$ cat config.mk
export PLATFORM = sky130hd
export DESIGN_NAME = vit_re_decoder
export DESIGN_NICKNAME = d
export VERILOG_FILES = /design/src/rtl/vit_pkg.sv /design/src/rtl/vit_seq_ctrl.sv /design/src/rtl/vit_acs_bfly.sv /design/src/rtl/vit_pm_min.sv /design/src/rtl/vit_re_decoder.sv
export SDC_FILE = /design/constraint.sdc
export NUM_CORES = 2
export LEC_CHECK = 0
export BUFFER_PORTS_ARGS = -buffer_cell sky130_fd_sc_hd__buf_2
export CAP_MARGIN = 20
export CORE_MARGIN = 2
export CORE_UTILIZATION = 62
export CTS_BUF_LIST = sky130_fd_sc_hd__clkbuf_8
export CTS_CLUSTER_SIZE = 14
export DETAILED_ROUTE_END_ITERATION = 6
export PLACE_DENSITY = 0.78
export SETUP_SLACK_MARGIN = 0.3
export SYNTH_ARGS = -nofsm -noshare
export SYNTH_HDL_FRONTEND = slang
export SYNTH_HIERARCHICAL = 1
export SYNTH_SLANG_ARGS = --single-unit
$ cat constraint.sdc
create_clock -name clk -period 46.9 [get_ports clk]
set_input_delay 4.69 -clock clk [delete_from_list [all_inputs] [get_ports clk]]
set_output_delay 4.69 -clock clk [all_outputs]
set_load 0.05 [all_outputs]
$ cat src/rtl/vit_pkg.sv
package vit_pkg;

    localparam int unsigned VIT_K   = 5;
    localparam int unsigned VIT_MEM = VIT_K - 1;
    localparam int unsigned VIT_NS  = 1 << VIT_MEM;
    localparam int unsigned VIT_NB  = VIT_NS / 2;

    localparam logic [VIT_K-1:0] VIT_GEN_A = 5'o23;
    localparam logic [VIT_K-1:0] VIT_GEN_B = 5'o35;

    typedef enum logic [1:0] {
        ST_EMPTY  = 2'd0,
        ST_FILL   = 2'd1,
        ST_STREAM = 2'd2
    } vit_phase_e;

    // Coded pair produced by the encoder when input bit b enters state st.
    function automatic logic [1:0] vit_code_sym(input logic b, input logic [VIT_MEM-1:0] st);
        logic [VIT_K-1:0] regv;
        regv = {b, st};
        return {^(regv & VIT_GEN_A), ^(regv & VIT_GEN_B)};
    endfunction

    // Hamming distance between two 2-bit symbols.
    function automatic logic [1:0] vit_ham2(input logic [1:0] a, input logic [1:0] b);
        logic [1:0] d;
        d = a ^ b;
        return {1'b0, d[1]} + {1'b0, d[0]};
    endfunction

endpackage

$ cat src/rtl/vit_seq_ctrl.sv
module vit_seq_ctrl
    import vit_pkg::*;
#(
    parameter int unsigned DEPTH = 32
) (
    input  logic       clk,
    input  logic       rst_n,
    input  logic       clr,
    input  logic       sym_valid,
    output logic       emit,
    output vit_phase_e phase
);

    localparam int unsigned CW = $clog2(DEPTH + 1);
    localparam logic [CW-1:0] LAST_FILL = CW'(DEPTH - 1);

    vit_phase_e    state_q, state_d;
    logic [CW-1:0] fill_q;

    // State register
    always_ff @(posedge clk or negedge rst_n) begin
        if (!rst_n) begin
            state_q <= ST_EMPTY;
        end else begin
            state_q <= state_d;
        end
    end

    // Fill counter: symbols accepted since the last restart, until streaming
    always_ff @(posedge clk or negedge rst_n) begin
        if (!rst_n) begin
            fill_q <= '0;
        end else if (clr) begin
            fill_q <= '0;
        end else if (sym_valid && (state_q != ST_STREAM)) begin
            fill_q <= fill_q + 1'b1;
        end
    end

    // Next-state logic
    always_comb begin
        state_d = state_q;
        unique case (state_q)
            ST_EMPTY: begin
                if (clr) begin
                    state_d = ST_EMPTY;
                end else if (sym_valid) begin
                    state_d = ST_FILL;
                end
            end
            ST_FILL: begin
                if (clr) begin
                    state_d = ST_EMPTY;
                end else if (sym_valid && (fill_q == LAST_FILL)) begin
                    state_d = ST_STREAM;
                end
            end
            ST_STREAM: begin
                if (clr) begin
                    state_d = ST_EMPTY;
                end
            end
            default: state_d = ST_EMPTY;
        endcase
    end

    // Outputs
    always_comb begin
        emit  = 1'b0;
        phase = state_q;
        unique case (state_q)
            ST_EMPTY:  emit = 1'b0;
            ST_FILL:   emit = sym_valid && !clr && (fill_q == LAST_FILL);
            ST_STREAM: emit = sym_valid && !clr;
            default:   emit = 1'b0;
        endcase
    end

endmodule

$ cat src/rtl/vit_acs_bfly.sv
module vit_acs_bfly
    import vit_pkg::*;
#(
    parameter int unsigned J     = 0,
    parameter int unsigned PM_W  = 8,
    parameter int unsigned DEPTH = 32
) (
    input  logic [1:0]       rx_sym,
    input  logic [PM_W-1:0]  pm_even,
    input  logic [PM_W-1:0]  pm_odd,
    input  logic [DEPTH-1:0] sv_even,
    input  logic [DEPTH-1:0] sv_odd,
    output logic [PM_W:0]    pm_low,
    output logic [PM_W:0]    pm_high,
    output logic [DEPTH-1:0] sv_low,
    output logic [DEPTH-1:0] sv_high
);

    localparam logic [VIT_MEM-1:0] ST_EVEN = VIT_MEM'(2 * J);
    localparam logic [VIT_MEM-1:0] ST_ODD  = VIT_MEM'(2 * J + 1);

    logic [PM_W:0] cand [2][2];
    logic [1:0]    take_odd;
    logic [PM_W:0] best [2];
    logic [DEPTH-1:0] path [2];

    // One compare-select per decision bit b: next state J + b*NS/2
    for (genvar b = 0; b < 2; b++) begin : g_dec
        always_comb begin
            cand[b][0] = {1'b0, pm_even} +
                         (PM_W+1)'(vit_ham2(rx_sym, vit_code_sym(b[0], ST_EVEN)));
            cand[b][1] = {1'b0, pm_odd} +
                         (PM_W+1)'(vit_ham2(rx_sym, vit_code_sym(b[0], ST_ODD)));
            // ties keep the lower-numbered predecessor
            take_odd[b] = cand[b][1] < cand[b][0];
            best[b]     = take_odd[b] ? cand[b][1] : cand[b][0];
            path[b]     = take_odd[b] ? {sv_odd[DEPTH-2:0], b[0]}
                                      : {sv_even[DEPTH-2:0], b[0]};
        end
    end

    assign pm_low  = best[0];
    assign pm_high = best[1];
    assign sv_low  = path[0];
    assign sv_high = path[1];

endmodule

$ cat src/rtl/vit_pm_min.sv
module vit_pm_min #(
    parameter int unsigned N  = 16,
    parameter int unsigned W  = 9,
    parameter int unsigned IW = $clog2(N)
) (
    input  logic [N*W-1:0] vals,
    output logic [W-1:0]   min_val,
    output logic [IW-1:0]  min_idx
);

    // Strict compare: the lowest index wins a tie
    always_comb begin
        min_val = vals[W-1:0];
        min_idx = '0;
        for (int i = 1; i < N; i++) begin
            if (vals[i*W +: W] < min_val) begin
                min_val = vals[i*W +: W];
                min_idx = IW'(i);
            end
        end
    end

endmodule

$ cat src/rtl/vit_re_decoder.sv
module vit_re_decoder
    import vit_pkg::*;
#(
    parameter int unsigned DEPTH   = 32,
    parameter int unsigned PM_W    = 8,
    parameter int unsigned INIT_PM = 64
) (
    input  logic       clk,
    input  logic       rst_n,
    input  logic       clr,
    input  logic       sym_valid,
    input  logic [1:0] sym_in,
    output logic       bit_valid,
    output logic       bit_out
);

    localparam int unsigned NS  = VIT_NS;
    localparam int unsigned NB  = VIT_NB;
    localparam int unsigned IW  = $clog2(NS);
    localparam int unsigned RW  = PM_W + 1;
    localparam logic [RW-1:0] NORM_AT = RW'(1 << (PM_W - 1));

    logic [PM_W-1:0]  pm_q   [NS];
    logic [DEPTH-1:0] sv_q   [NS];
    logic [RW-1:0]    pm_raw [NS];
    logic [DEPTH-1:0] sv_nx  [NS];
    logic [PM_W-1:0]  pm_nx  [NS];
    logic [NS*RW-1:0] raw_flat;
    logic [NS*PM_W-1:0] pm_flat;
    logic [RW-1:0]    raw_min;
    logic [IW-1:0]    best_st;
    logic             do_norm;
    logic             emit;
    vit_phase_e       phase;

    vit_seq_ctrl #(.DEPTH(DEPTH)) u_ctrl (
        .clk       (clk),
        .rst_n     (rst_n),
        .clr       (clr),
        .sym_valid (sym_valid),
        .emit      (emit),
        .phase     (phase)
    );

    // Eight butterflies: present {2j, 2j+1} -> next {j, j+NB}
    for (genvar j = 0; j < NB; j++) begin : g_bfly
        vit_acs_bfly #(.J(j), .PM_W(PM_W), .DEPTH(DEPTH)) u_bfly (
            .rx_sym  (sym_in),
            .pm_even (pm_q[2*j]),
            .pm_odd  (pm_q[2*j+1]),
            .sv_even (sv_q[2*j]),
            .sv_odd  (sv_q[2*j+1]),
            .pm_low  (pm_raw[j]),
            .pm_high (pm_raw[j+NB]),
            .sv_low  (sv_nx[j]),
            .sv_high (sv_nx[j+NB])
        );
    end

    for (genvar s = 0; s < NS; s++) begin : g_flat
        assign raw_flat[s*RW +: RW]     = pm_raw[s];
        assign pm_flat[s*PM_W +: PM_W]  = pm_q[s];
    end

    vit_pm_min #(.N(NS), .W(RW), .IW(IW)) u_min (
        .vals    (raw_flat),
        .min_val (raw_min),
        .min_idx (best_st)
    );

    // Renormalise in the same step once the best metric reaches half range
    assign do_norm = raw_min >= NORM_AT;

    for (genvar s = 0; s < NS; s++) begin : g_norm
        assign pm_nx[s] = do_norm ? PM_W'(pm_raw[s] - raw_min) : PM_W'(pm_raw[s]);
    end

    // Metric and survivor registers
    for (genvar s = 0; s < NS; s++) begin : g_state
        always_ff @(posedge clk or negedge rst_n) begin
            if (!rst_n) begin
                pm_q[s] <= (s == 0) ? '0 : PM_W'(INIT_PM);
                sv_q[s] <= '0;
            end else if (clr) begin
                pm_q[s] <= (s == 0) ? '0 : PM_W'(INIT_PM);
                sv_q[s] <= '0;
            end else if (sym_valid) begin
                pm_q[s] <= pm_nx[s];
                sv_q[s] <= sv_nx[s];
            end
        end
    end

    // Output register
    always_ff @(posedge clk or negedge rst_n) begin
        if (!rst_n) begin
            bit_valid <= 1'b0;
            bit_out   <= 1'b0;
        end else begin
            bit_valid <= emit;
            if (emit) begin
                bit_out <= sv_nx[best_st][DEPTH-1];
            end
        end
    end

endmodule

# Word level (Yosys, flattened, before mapping)
# Cells that the tools add are included.
# Widths: inputs -> output; s select.
word_totals:
  register_bits: 634
  latchBits: 0
  mem_bits_rw: 0
  rom_bits: 0
  inputBits: 6
  out_inout_bits: 2
  wordCells: 296
  n_memories: 0
classes:
  n_addsub: 53
  multipliers: 0
  n_div: 0
  magnitude_cmp: 33
  eq_ne: 7
  shift: 0
  muxes: 154
  n_bitwise: 4
  n_reduce_logical: 9
ops:
  columns: ["operator", "n"]
  rows:
  - ["$mux 31", 32]
  - ["$mux 32", 18]
  - ["$mux 8", 48]
  - ["$add 8x2->9", 32]
  - ["$lt 9x9->1", 31]
  - ["$mux 9", 31]
  - ["$bmux 32 s4", 1]
  - ["$sub 8x8->8", 16]
  - ["$mux 4", 8]
  - ["$mux 2", 7]
  - ["$mux 3", 4]
  - ["$mux 6", 2]
  - ["$ge 9x8->1 const B", 1]
  - ["$add 1x1->2", 4]
  - ["$add 6x1->6 const B", 1]
  - ["$eq 6x5->1 const B", 1]
  - ["$pmux 2 s3", 1]
  - ["$ge 5x5->1 const B", 1]
  - ["$not 4->5", 1]
  - ["$logic_and 1x1->1", 4]
  - ["$ne 2x2->1 const B", 2]
  - ["$reduce_bool 2->1", 2]
  - ["$ne 3x2->1 const B", 1]
  - ["$ne 3x3->1 const B", 1]
  - ["9 further kinds", 10]

# Logic depth before layout (Yosys ltp)
logic_depth:
  word_depth: 39
  ltp_mapped: 214
  depth_no_buf: 199

# Modules after synthesis
# The synthesis kept the hierarchy.
by_module_without_submodules:
  columns: ["mod", "instances", "cells_per_inst", "area_per_inst_um2", "seq_area_each_um2"]
  rows:
  - ["vit_re_decoder", 1, 2939, 31283.8, 16084.2]
  - ["vit_acs_bfly", 8, 244, 2018.2, 0.0]
  - ["vit_pm_min", 1, 792, 5362.6, 0.0]
  - ["vit_seq_ctrl", 1, 47, 481.7, 200.2]

# Worst setup path before layout
# No wires, ideal clock.
synth_path:
  path_type: "input -> register"
  start: "input port sym_in[0]"
  end: "register pm_q (netlist bit pm_flat[39])"
  arrival_ps: 39297
  required_time_ps: 46766
  setup_slack_ps: 7469
  path_stages: 207
  path_cell_list: "inv_1 > ha_1 > ha_1 > ha_1 > a21oi_1 > nor2_1 > xnor2_1 > inv_1 > ha_1 > a21oi_1 > o21ai_0 > a211oi_4 > buf_4 > nand2_1 > o21ai_0 > inv_1 > ha_1 > o21ai_0 > [171 not listed] > nor2b_1 > o21ai_0 > nand2b_1 > a21oi_1 > nor2b_1 > o21ai_0 > nand2b_1 > nor3_1 > a21oi_1 > mux2i_1 > inv_1 > ha_1 > nor2b_1 > o31a_1 > o31a_1 > nor3_1 > xor2_1 > o21ai_0"
synth_rtl:
  columns: ["item", "line", "rtl"]
  rows:
  - ["start, declared", "vit_re_decoder.sv:12", "input logic [1:0] sym_in,"]
  - ["end signal, assigned by index", "vit_re_decoder.sv:82", "pm_q[s] <= (s == 0) ? '0 : PM_W'(INIT_PM);"]
  - ["end signal, assigned by index", "vit_re_decoder.sv:85", "pm_q[s] <= (s == 0) ? '0 : PM_W'(INIT_PM);"]
  - ["end signal, assigned by index", "vit_re_decoder.sv:88", "pm_q[s] <= pm_nx[s];"]
  - ["end, declared", "vit_re_decoder.sv:23", "logic [PM_W-1:0] pm_q [NS];"]

==> flow_summary.yaml <==
outcome:
  outcome: "complete, but fails checks"
  violations: "DRC"
clock_tree:
  cts_buffers: 111
  clk_latency_ns: 0.79
  clock-sinks: 634
  h-tree-depth: 3
  clk_pin_slew_worst_paths_ns: 0.06
  tritoncts: "done"
  cts_hold_buffers: 0
  clockRootBuffer: "clkbuf_8"
  clockBufferDepth: 3
global_routing:
  antenna_found_initial: 2
  grt_pass1_wl_mm: 232.4
  grtUsageTotal: 0.3385
  grt_max_degree: 161
  overflow: 0
  grt_pass1_vias: 41560
detailed_routing:
  wire_per_inst_um: 21.94
  dr.pass1.iters: 7
  drt_iter0_drc: 3633
  num_vias: 42280
  post-route-drc-count: 10
  ant_nets: 0
  viasPerCell: 6.223
  drt_wl_total_mm: 149.0
cells_and_area:
  n_fill_cell: 6666
  drive_gt1_frac: 0.1582
  syn_to_final_growth_pct: 6.250
  nNetsFinal: 6020
sta:
  finalMaxSlewViolations: 0
  rsz0062_at_grt: "false"
  tightest_slew_ns: 1.286
  skew_ns: 0.05427
  slew_headroom: 0.1180
  hold_ws_ns: 0.5050
  hold_viol: 0
  max_freq_ghz: 0.02297
  setup_viol: 0
  period_share: 0.9282
  tns_ns: 0
  fin_crit_ns: 43.53
die:
  core-area_um2: 83820
  die_h_um: 295.4
  die_area_um2: 87260
  io-pin-count: 8
  rows: 106
  die_x_um: 295.4
  initial_core_util: 0.6281
setup_path:
  slowest_delay_ns: 0.63
  crit_slowest_cell: "o32ai_4"
  crit_path_end_kind: "register"
  path_depth: 198
  cpMostUsedCell: "a21oi_1"
  crit_type: "input port to register"
  cp_top_family: "compound AO/OA/AOI/OAI gates"
  r2r_start: "pm_flat[25]"
  critical_path.startpoint: "sym_in[0]"
  crit_path_end: "pm_flat[7]"
  ff2ff_path_depth: 191
  required_ns: 47.52
  cp.buffers_inverters: 23
  r2r_end: "pm_flat[7]"
  cp.arrival_ns: 44.16
  crit_fanout: 34
  regToRegSetupSlack_ns: 7.79
  cp-start-kind: "input port"
logic_synthesis:
  synthesis.area_um2: 52650
  ys_warn_count: 6
  synth.net_count: 6127
  synthCells: 5681
  synth_area_per_cell_um2: 9.267
place:
  dp_hpwl_mm: 104.8
  gp_congestion: 1.050
  port_buffers: 7
worst_hold_path:
  hp-class: "register to register"
job:
  maxCapViolations: 0
[worst register-to-register path, delay by kind of cell, from the launching register on]
kind	cells	cell delay (ns)
compound gates	88	19.10
simple gates	56	8.23
fa+ha+maj	18	5.27
mux	8	2.77
buf+inv	18	2.48
xor+xnor	3	0.58
flops	1	0.48
[per-stage QoR]
stage | util | cells | area, µm² | setup WS [ns]
4_1_cts | 0.6658 | 6790 | 55810 | 2.353
6_report | 0.6674 | 6794 | 55940 | 3.365
5_1_grt | 0.6674 | 6794 | 55940 | 0.2337
2_1_floorplan | - | 5681 | 52650 | 7.469
3_3_place_gp | 0.6359 | 6591 | 53300 | 2.574
3_5_place_dp | 0.6360 | 6592 | 53310 | 1.652
[state kept, by name, summed over array words and instances, names as in the netlist]
register,cells
u_ctrl/fill_q,6
bit_out,1
pm_flat,128
sv_q,496
bit_valid,1
u_ctrl/phase,2
[cells in the final DEF (no fill, tap or decap), drive strengths merged, types with 32 or more instances in the layout]
cell      n
nor2    847
buf      98
nand2b   81
nor2b    73
a21oi   219
o21ai   245
clkbuf  142
nand4    32
a211oi   42
xor2     87
nand3    65
mux2    535
nand2   328
o21a     36
mux2i   674
a21o     53
inv     356
dfrtp   619
a311oi   37
ha      424
xnor2   238
[routing by layer]
metal / global-route usage / wire length (µm)
met1: 0.4435 / 62880
met2: 0.5492 / 68510
met3: 0.05721 / 10330
met4: 0.1546 / 7330
met5: 0 / 0
[layout make-up]
cell class | count | area (µm²) | share of cell area
sequential | 634 | 15880 | 0.2840
tap | 1134 | 1419 | 0.02536
inverter | 327 | 1237 | 0.02212
clock inverter | 56 | 543.0 | 0.009707
timing repair buffer | 98 | 847.1 | 0.01514
antenna | 1 | 2.502 | 0.00004473
clock buffer | 142 | 1954 | 0.03494
multi-input combinational | 4402 | 34050 | 0.6087
[worst min path at each step]
stage          cells after the start     endpoint  slack, ns         from
4_1_cts                            1      bit_out       0.51      bit_out
2_1_floorplan                      2  pm_flat[26]       0.48  pm_flat[26]
3_5_place_dp                       1      bit_out       0.49      bit_out
5_1_grt                            1      bit_out       0.52      bit_out
3_3_place_gp                       1      bit_out       0.49      bit_out
6_report                           1      bit_out       0.50      bit_out
[what timing repair did]
action                     4_1_cts  5_1_grt
buffers inserted                 0        1
setup endpoints to repair        0      129
hold endpoints to repair         0        0
gates resized for setup          0       17
Power is left out: the tool's default activity adds up to more than one toggle a clock period on the data nets, which glitch-free logic cannot reach.
